[src/rtl/xmc_pkg.sv]
package xmc_pkg;

    typedef enum logic [2:0] {
        ST_UNPWR  = 3'd0,
        ST_FSAFE  = 3'd1,
        ST_NORM   = 3'd2,
        ST_MSEL   = 3'd3,
        ST_SILENT = 3'd4,
        ST_SLEEP  = 3'd5
    } state_t;

    typedef enum logic [1:0] {
        SRC_PWR  = 2'd0,
        SRC_WAKE = 2'd1,
        SRC_UV   = 2'd2
    } src_t;

    localparam logic [2:0] MODE_UNPWR  = 3'd0;
    localparam logic [2:0] MODE_FSAFE  = 3'd1;
    localparam logic [2:0] MODE_NORM   = 3'd2;
    localparam logic [2:0] MODE_SILENT = 3'd3;
    localparam logic [2:0] MODE_SLEEP  = 3'd4;

endpackage

[src/rtl/xmc_sync.sv]
module xmc_sync #(
    parameter int          W       = 2,
    parameter int          STAGES  = 2,
    parameter logic [W-1:0] RST_VAL = '0
) (
    input  logic         clk,
    input  logic         rst_n,
    input  logic [W-1:0] d,
    output logic [W-1:0] q
);
    logic [W-1:0] stg [STAGES];

    always_ff @(posedge clk or negedge rst_n) begin
        if (!rst_n) begin
            for (int i = 0; i < STAGES; i++) stg[i] <= RST_VAL;
        end else begin
            stg[0] <= d;
            for (int i = 1; i < STAGES; i++) stg[i] <= stg[i-1];
        end
    end

    assign q = stg[STAGES-1];
endmodule

[src/rtl/xmc_win_timer.sv]
module xmc_win_timer #(
    parameter int WIN_CYC = 8
) (
    input  logic clk,
    input  logic rst_n,
    input  logic run,
    output logic done
);
    localparam int CW = (WIN_CYC > 1) ? $clog2(WIN_CYC) : 1;
    localparam logic [CW-1:0] LAST = CW'(WIN_CYC - 1);

    logic [CW-1:0] cnt;

    always_ff @(posedge clk or negedge rst_n) begin
        if (!rst_n)              cnt <= '0;
        else if (!run || done)   cnt <= '0;
        else                     cnt <= cnt + 1'b1;
    end

    assign done = run && (cnt == LAST);


    win_range_chk: assert property (@(posedge clk) disable iff (!rst_n)
        32'(cnt) < WIN_CYC);


    win_idle_chk: assert property (@(posedge clk) disable iff (!rst_n)
        !run |=> cnt == '0);
endmodule

[src/rtl/xcvr_mode_ctrl.sv]
module xcvr_mode_ctrl
    import xmc_pkg::*;
#(
    parameter int WIN_CYC     = 8,
    parameter int SYNC_STAGES = 2
) (
    input  logic       clk,
    input  logic       rst_n,
    input  logic       en_pin,
    input  logic       txd_pin,
    input  logic       vs_above,
    input  logic       vs_below,
    input  logic       vcc_uv,
    input  logic       wake_req,
    output logic [2:0] mode,
    output logic       vreg_en,
    output logic       nres,
    output logic       term_en,
    output logic       tx_en,
    output logic       rxd_drv,
    output logic       txd_drv,
    output logic       txd_oe
);
    state_t st, st_nxt;
    src_t   src, src_nxt;
    logic   en_s, txd_s, en_d, en_fall, win_done, uv_q;
    logic [1:0] pins_s;

    xmc_sync #(.W(2), .STAGES(SYNC_STAGES), .RST_VAL(2'b01)) u_sync (
        .clk(clk), .rst_n(rst_n), .d({en_pin, txd_pin}), .q(pins_s)
    );
    assign en_s  = pins_s[1];
    assign txd_s = pins_s[0];

    xmc_win_timer #(.WIN_CYC(WIN_CYC)) u_win (
        .clk(clk), .rst_n(rst_n), .run(st == ST_MSEL), .done(win_done)
    );

    always_ff @(posedge clk or negedge rst_n) begin
        if (!rst_n) begin
            en_d <= 1'b0;
            uv_q <= 1'b0;
        end else begin
            en_d <= en_s;
            uv_q <= vcc_uv;
        end
    end
    assign en_fall = en_d && !en_s;

    // next-state selection
    always_comb begin
        st_nxt  = st;
        src_nxt = src;
        if (st != ST_UNPWR && vs_below) begin
            st_nxt = ST_UNPWR;
        end else begin
            unique case (st)
                ST_UNPWR: if (vs_above) begin
                    st_nxt = ST_FSAFE; src_nxt = SRC_PWR;
                end
                ST_FSAFE: if (en_s && !vcc_uv) st_nxt = ST_NORM;
                ST_NORM: begin
                    if (vcc_uv) begin
                        st_nxt = ST_FSAFE; src_nxt = SRC_UV;
                    end else if (en_fall) begin
                        st_nxt = ST_MSEL;
                    end
                end
                ST_MSEL: begin
                    if (vcc_uv) begin
                        st_nxt = ST_FSAFE; src_nxt = SRC_UV;
                    end else if (win_done) begin
                        st_nxt = txd_s ? ST_SILENT : ST_SLEEP;
                    end
                end
                ST_SILENT: begin
                    if (vcc_uv) begin
                        st_nxt = ST_FSAFE; src_nxt = SRC_UV;
                    end else if (wake_req) begin
                        st_nxt = ST_FSAFE; src_nxt = SRC_WAKE;
                    end
                end
                ST_SLEEP: if (wake_req) begin
                    st_nxt = ST_FSAFE; src_nxt = SRC_WAKE;
                end
                default: st_nxt = ST_UNPWR;
            endcase
        end
    end

    // state register
    always_ff @(posedge clk or negedge rst_n) begin
        if (!rst_n) begin
            st  <= ST_UNPWR;
            src <= SRC_PWR;
        end else begin
            st  <= st_nxt;
            src <= src_nxt;
        end
    end

    // outputs
    logic reg_on;
    always_comb begin
        mode    = MODE_UNPWR;
        reg_on  = 1'b0;
        term_en = 1'b0;
        tx_en   = 1'b0;
        rxd_drv = 1'b1;
        txd_drv = 1'b1;
        txd_oe  = 1'b0;
        unique case (st)
            ST_UNPWR: mode = MODE_UNPWR;
            ST_FSAFE: begin
                mode    = MODE_FSAFE;
                reg_on  = 1'b1;
                term_en = 1'b1;
                txd_oe  = 1'b1;
                unique case (src)
                    SRC_WAKE: begin rxd_drv = 1'b0; txd_drv = 1'b0; end
                    SRC_UV:   begin rxd_drv = 1'b1; txd_drv = 1'b0; end
                    default:  begin rxd_drv = 1'b1; txd_drv = 1'b1; end
                endcase
            end
            ST_NORM, ST_MSEL: begin
                mode    = MODE_NORM;
                reg_on  = 1'b1;
                term_en = 1'b1;
                tx_en   = 1'b1;
            end
            ST_SILENT: begin
                mode   = MODE_SILENT;
                reg_on = 1'b1;
            end
            ST_SLEEP: mode = MODE_SLEEP;
            default:  mode = MODE_UNPWR;
        endcase
    end
    assign vreg_en = reg_on;
    assign nres    = reg_on && !uv_q;


    supply_loss_chk: assert property (@(posedge clk) disable iff (!rst_n)
        (st != ST_UNPWR && vs_below) |=> st == ST_UNPWR);


    wake_exit_chk: assert property (@(posedge clk) disable iff (!rst_n)
        (((st == ST_SILENT && !vcc_uv) || st == ST_SLEEP) && wake_req && !vs_below)
        |=> (st == ST_FSAFE && !rxd_drv && !txd_drv && vreg_en));


    uv_fault_chk: assert property (@(posedge clk) disable iff (!rst_n)
        (st == ST_NORM && vcc_uv && !vs_below)
        |=> (st == ST_FSAFE && !nres && rxd_drv && !txd_drv));


    normal_entry_chk: assert property (@(posedge clk) disable iff (!rst_n)
        (st == ST_NORM) |-> ($past(st) == ST_NORM || $past(st) == ST_FSAFE));


    silent_entry_chk: assert property (@(posedge clk) disable iff (!rst_n)
        (st == ST_SILENT) |-> ($past(st) == ST_MSEL || $past(st) == ST_SILENT));


    sleep_entry_chk: assert property (@(posedge clk) disable iff (!rst_n)
        (st == ST_SLEEP) |-> ($past(st) == ST_MSEL || $past(st) == ST_SLEEP));


    wake_ignored_chk: assert property (@(posedge clk) disable iff (!rst_n)
        (st == ST_NORM && wake_req && !vcc_uv && !vs_below && !en_fall)
        |=> st == ST_NORM);
endmodule

[config.mk]
export PLATFORM = sky130hd
export DESIGN_NAME = xcvr_mode_ctrl
export DESIGN_NICKNAME = d
export VERILOG_FILES = /design/src/rtl/xmc_pkg.sv /design/src/rtl/xmc_sync.sv /design/src/rtl/xmc_win_timer.sv /design/src/rtl/xcvr_mode_ctrl.sv
export SDC_FILE = /design/constraint.sdc
export NUM_CORES = 1
export LEC_CHECK = 0
export BUFFER_PORTS_ARGS = -buffer_cell sky130_fd_sc_hd__buf_2
export CAP_MARGIN = 10
export CELL_PAD_IN_SITES_DETAIL_PLACEMENT = 1
export CELL_PAD_IN_SITES_GLOBAL_PLACEMENT = 1
export CORE_ASPECT_RATIO = 0.9
export CORE_MARGIN = 2
export CORE_UTILIZATION = 38
export DETAILED_ROUTE_END_ITERATION = 8
export MAX_ROUTING_LAYER = met4
export PLACE_DENSITY_LB_ADDON = 0.1
export SKIP_CTS_REPAIR_TIMING = 1
export SLEW_MARGIN = 0
export SYNTH_ARGS = -nofsm -noshare
export SYNTH_HDL_FRONTEND = slang
export SYNTH_SLANG_ARGS = --single-unit
[constraint.sdc]
create_clock -name clk -period 1.5 [get_ports clk]
set_input_delay 0.075 -clock clk [delete_from_list [all_inputs] [get_ports clk]]
set_output_delay 0.075 -clock clk [all_outputs]
set_load 0.05 [all_outputs]
* Word level (Yosys, flattened, before mapping) *
Index checks and enable logic that the tools add are counted.

word-level totals
  flip-flop bits (word level) = 14
  input bits = 8
  output and inout bits = 10

operators by class
  $add $sub $neg = 1
  eq/ne operators = 14
  multiplexer cells = 26
  bitwise gates (word level) = 1
  reductions and logical operators = 19

operators with widths
  kind                   number
  $mux W3                10
  $pmux W3 S6            1
  $pmux W3 S4            1
  $eq A3 B3 Y1 const B   3
  $mux W1                9
  $mux W2                4
  $ne A4 B4 Y1 const B   2
  $pmux W2 S4            1
  $reduce_and A4 Y1      2
  $eq A3 B2 Y1 const B   2
  $ne A3 B3 Y1 const B   2
  $logic_and A1 B1 Y1    5
  $logic_not A1 Y1       4
  $reduce_bool A4 Y1     1
  $reduce_or A2 Y1       2
  $reduce_or A4 Y1       1
  $add A3 B1 Y3 const B  1
  $eq A3 B1 Y1 const B   1
  $logic_not A3 Y1       1
  $reduce_bool A3 Y1     1
  $reduce_or A3 Y1       1
  $eq A2 B1 Y1 const B   1
  $eq A2 B2 Y1 const B   1
  $ne A2 B1 Y1 const B   1
  other kinds (3)        3

* Depth between registers and ports, before layout *
  depth in word-level cells = 6
  gate-level depth with buffers = 6
  mapped depth without buffers = 6

* Hierarchy *
A second synthesis with hierarchy kept.

unflattened totals
  cells, all modules = 89
  area total of the unflattened synthesis = 870.8 um^2

by module, submodules not included
  module          instances  cells each  area each (um^2)  seq. area each (um^2)
  xcvr_mode_ctrl  1          74          615.6             175.2
  xmc_win_timer   1          9           137.6             75.1
  xmc_sync        1          6           117.6             102.6

* Worst setup path after synthesis *
Ideal clock, no wire load.

  kind = register to output
  from = register st[2]
  to = output port nres
  data arrival time = 1.723 ns
  required time = 1.425 ns
  slack = -0.298 ns
  stages on the path, launching flop included = 5
  buffers on the path = 0
  path through = dfrtp_1 -> nand2b_4 -> clkinv_1 -> nor2_1 -> a21oi_1

on the way
  cells in the longest elaborated chain, start to end = 4
  elaborated cells between the ends (all ways) = 7
  classes of those cells = eq/ne (4); mux (1); reduce/logical (2)

RTL lines
  item                                  RTL line               source
  start, declared                       xcvr_mode_ctrl.sv:24   state_t st, st_nxt;
  start signal, assigned                xcvr_mode_ctrl.sv:97   st <= st_nxt;
  $eq A3 B3 Y1 (tied with other cells)  xcvr_mode_ctrl.sv:112  unique case (st)
  $reduce_or A4 Y1 (no source line) *   --
  $mux W1 *                             xcvr_mode_ctrl.sv:112
  $logic_and A1 B1 Y1 *                 xcvr_mode_ctrl.sv:140  assign nres = reg_on && !uv_q;
  end, declared                         xcvr_mode_ctrl.sv:17   output logic nres,

Mark *: on every way between the ends. The rest lies on a longest branch, timed or not.

* Worst setup path in the final report *
  from = register st[2]
  to = output port tx_en

on the way
  cells in the longest elaborated chain, start to end = 3
  elaborated cells between the ends (all ways) = 4
  classes of those cells = eq/ne (2); mux (1); reduce/logical (1)

RTL lines
  item                                 RTL line               source
  $eq A3 B2 Y1                         xcvr_mode_ctrl.sv:112
  $reduce_or A2 Y1 (no source line) *  --
  $mux W1 *                            xcvr_mode_ctrl.sv:112
  end, declared                        xcvr_mode_ctrl.sv:19   output logic tx_en,

Marked as above.

==> impl_results.md <==
- Initial antenna violation count: 0
- FF+latch count, synth: 14
- Final wirelength: roughly 1900 microns
- Crit. End Element: output port
- Internal: about 960 uW
- CTS H-tree depth: 1
- Hold WS: 0.1043 ns
- Switching share of power: 46.59%
- Fillers: about 220
- Critical path data required time: 1.42 ns
- Drt pass-1 iters: 2
- Synth-to-layout area growth: 47.64%
- Worst-Margin Slew: 0.3144 ns
- Via Count: around 700
- FF-to-FF setup slack: about 0.04 ns
- Core Box Area: 1914 sq um
- Final setup vio count: 0
- Crit-path cells: nand2b_4 -> clkinv_2 -> buf_4 -> clkbuf_4
- Syn nets: 91
- Proportion of power drawn by combinational gates: 59.7%
- Final WS setup: 0.03451 ns
- Final period utilization: between 90% and 100%
- CP startpoint: st[2]
- CTS tree: built
- Most frequent cells in the layout: buf_4 (15), dfrtp_1 (9), buf_2 (9)
- Reg-to-reg startpoint: st[0]
- Slew margin rel.: approximately four fifths
- Final HPWL DP: between 1000 and 1500 microns
- Full die area: 2394 sq um
- Detail Route Antenna Nets: 0
- Clk pwr share: roughly an eighth
- Max incr delay on CP: about 0.49 ns
- Worst R2R End: st[0]
- Slowest CP cell: dfrtp_2
- Maximum clock insertion buffer count: 2
- Register area share after synthesis: around 46%
- CP top delay family: flip-flops
- Worst-path fanout max: 8
- DIE WIDTH: a little over 50 microns
- Max IR drop VDD: 0.8928 mV
- PortBufs: 17
- Startpoint types: flip-flop
- Num CTS Buffers: 3
- Minimum clock period after layout: about 1.5 ns
- Total Nets Final: between 100 and 150
- Crit path capture: tx_en
- Cell area after synthesis: roughly 770 sq um
- Vias in the first global route: a little over 600
- RePlAce Congestion: between 0.7 and 0.8
- Critical path class: flip-flop to output port
- Worst slack, placed: just under 0.05 ns
- Register share of total power: roughly 28%
- Leakage: 0.5251 nW
- Cell Rows: 15
- Slew Viols, Final: 0
- Via density per instance: between 4 and 5
- Initial Utilization: between 40% and 50%
- Worst-Skew Late Latency: ~0.28 ns
- Max Fclk: 682.4 MHz
- Routed WL per cell: roughly 14 microns
- Worst R2R Path Depth: 5
- Num Clock Sinks: 14
- Power Total: about 1.8 mW
- Crit path buf inv count: 3
- Arrival time worst endpoint: about 1.4 ns
- Switching power: between 800 and 900 uW
- PwrDens: 1592 nW/um^2
- Clock transition at path regs: roughly 0.08 ns
- Post-Syn Instances: 80
- Total gr overflow: 0
- Status: complete, no violations
- Post-route DRC violation count: 0
- Pin count of the biggest net entering global routing: 15
- Hold Vio Cnt, Final: 0
- Die height: 46.62 microns
- Share of cells above drive strength 1: between 40% and 50%
- First-pass GRT wire length: about 2900 microns
- Max Clock Skew: approximately 0.0055 ns
- Initial DRC count: 9
- RSZ-0062 raised after global routing: true
- Gr usage total: between 10% and 20%
- Synth Warn #: 0
- MaxCap Viol Count: 0
- Levels on crit path: 4
- Clock root buffer: clkbuf_4
- Register area: 356.6 sq um
- Worst Hold Class: input port to flip-flop
- Syn avg cell area: around 9.6 sq um
- Boundary Pins: 18
- Most common cell after layout, fill and taps aside: buf_4
- Antenna fix cells: 0
- Netlist cell types: 31
- Multi-input logic area: ~420 sq um
## synthesized netlist by cell type (all sizes together)
cell type / number / area (sq um)
a211oi: 1 / 7.510
a21o: 2 / 15.01
a21oi: 4 / 20.02
a2bb2oi: 1 / 8.760
a31oi: 1 / 6.260
a32oi: 1 / 8.760
and2: 2 / 12.51
buf: 3 / 30.03
clkinv: 1 / 3.750
dfrtp: 12 / 300.3
dfstp: 2 / 52.55
ha: 3 / 37.54
inv: 5 / 18.77
mux2i: 1 / 10.01
nand2: 6 / 22.52
nand2b: 5 / 38.78
nand3: 1 / 5.000
nor2: 11 / 41.29
nor2b: 2 / 20.02
nor3: 3 / 15.01
nor3b: 1 / 7.510
nor4: 2 / 12.51
o2111ai: 1 / 8.760
o21a: 2 / 15.01
o21ai: 4 / 20.02
o21ba: 1 / 10.01
o32a: 1 / 10.01
xnor2: 1 / 8.760
## registers in the layout, indices dropped and copies added, names as in the netlist
register / cells
en_d: 1
uv_q: 1
u_sync.stg: 2
u_sync.q: 2
st: 3
u_win.cnt: 3
src: 2
## worst min path at each step
stage / startpoint / end / slack [ns] / cells after the start
2_1_floorplan: rst_n / en_d / -0.22 / 0
3_3_place_gp: rst_n / u_sync.stg[3] / -0.02 / 1
3_5_place_dp: rst_n / u_sync.stg[3] / -0.01 / 1
4_1_cts: rst_n / u_win.cnt[2] / -0.32 / 1
5_1_grt: vs_below / st[1] / 0.11 / 2
6_report: vs_below / st[1] / 0.10 / 2
## logic make-up after synthesis
| logic type | count (synthesis) | synth area share, % |
|---|---|---|
| and+or+nand+nor | 33 | 22.84 |
| AOI/OAI and AO/OA | 19 | 16.97 |
| DFF | 14 | 46.00 |
| buffers and inverters | 9 | 6.851 |
| adders and majority gates | 3 | 4.894 |
| xor gates and xnor gates | 1 | 1.142 |
| muxes | 1 | 1.305 |
## through the flow
stage | cell area (sq um) | std cells | TNS, ns | util (%)
floorplan | 780.7 | 80 | 0 | -
global placement | 897.1 | 123 | 0 | 46.86
detailed placement | 897.1 | 123 | 0 | 46.86
CTS | 923.4 | 127 | -1.300 | 48.24
global route | 1132 | 141 | -0.1431 | 59.15
finish | 1132 | 141 | 0 | 59.15
## power groups by stage
stage / clock network (mW) / logic, mW / registers [mW]
global placement: 0 / 0.823 / 0.507
global route: 0.256 / 1.15 / 0.514
floorplan: 0 / 0.709 / 0.464
CTS: 0.230 / 0.835 / 0.502
finish: 0.220 / 1.08 / 0.506
detailed placement: 0 / 0.834 / 0.510
## routing by layer
| metal | GRT usage [%] | wire (microns) |
|---|---|---|
| met5 | - | 0 |
| met4 | 7.895 | 25 |
| met3 | 3.247 | 61 |
| met2 | 24.42 | 922 |
| met1 | 24.49 | 909 |
## cell type report
type / count / share of cell area (%)
multi-input cells: 57 / 37.24
flip-flops and latches: 14 / 31.49
repair buffers: 35 / 23.76
well taps: 25 / 2.762
inverters: 6 / 2.431
clock buffers: 4 / 2.320
Power figures use the tool's default switching activity.
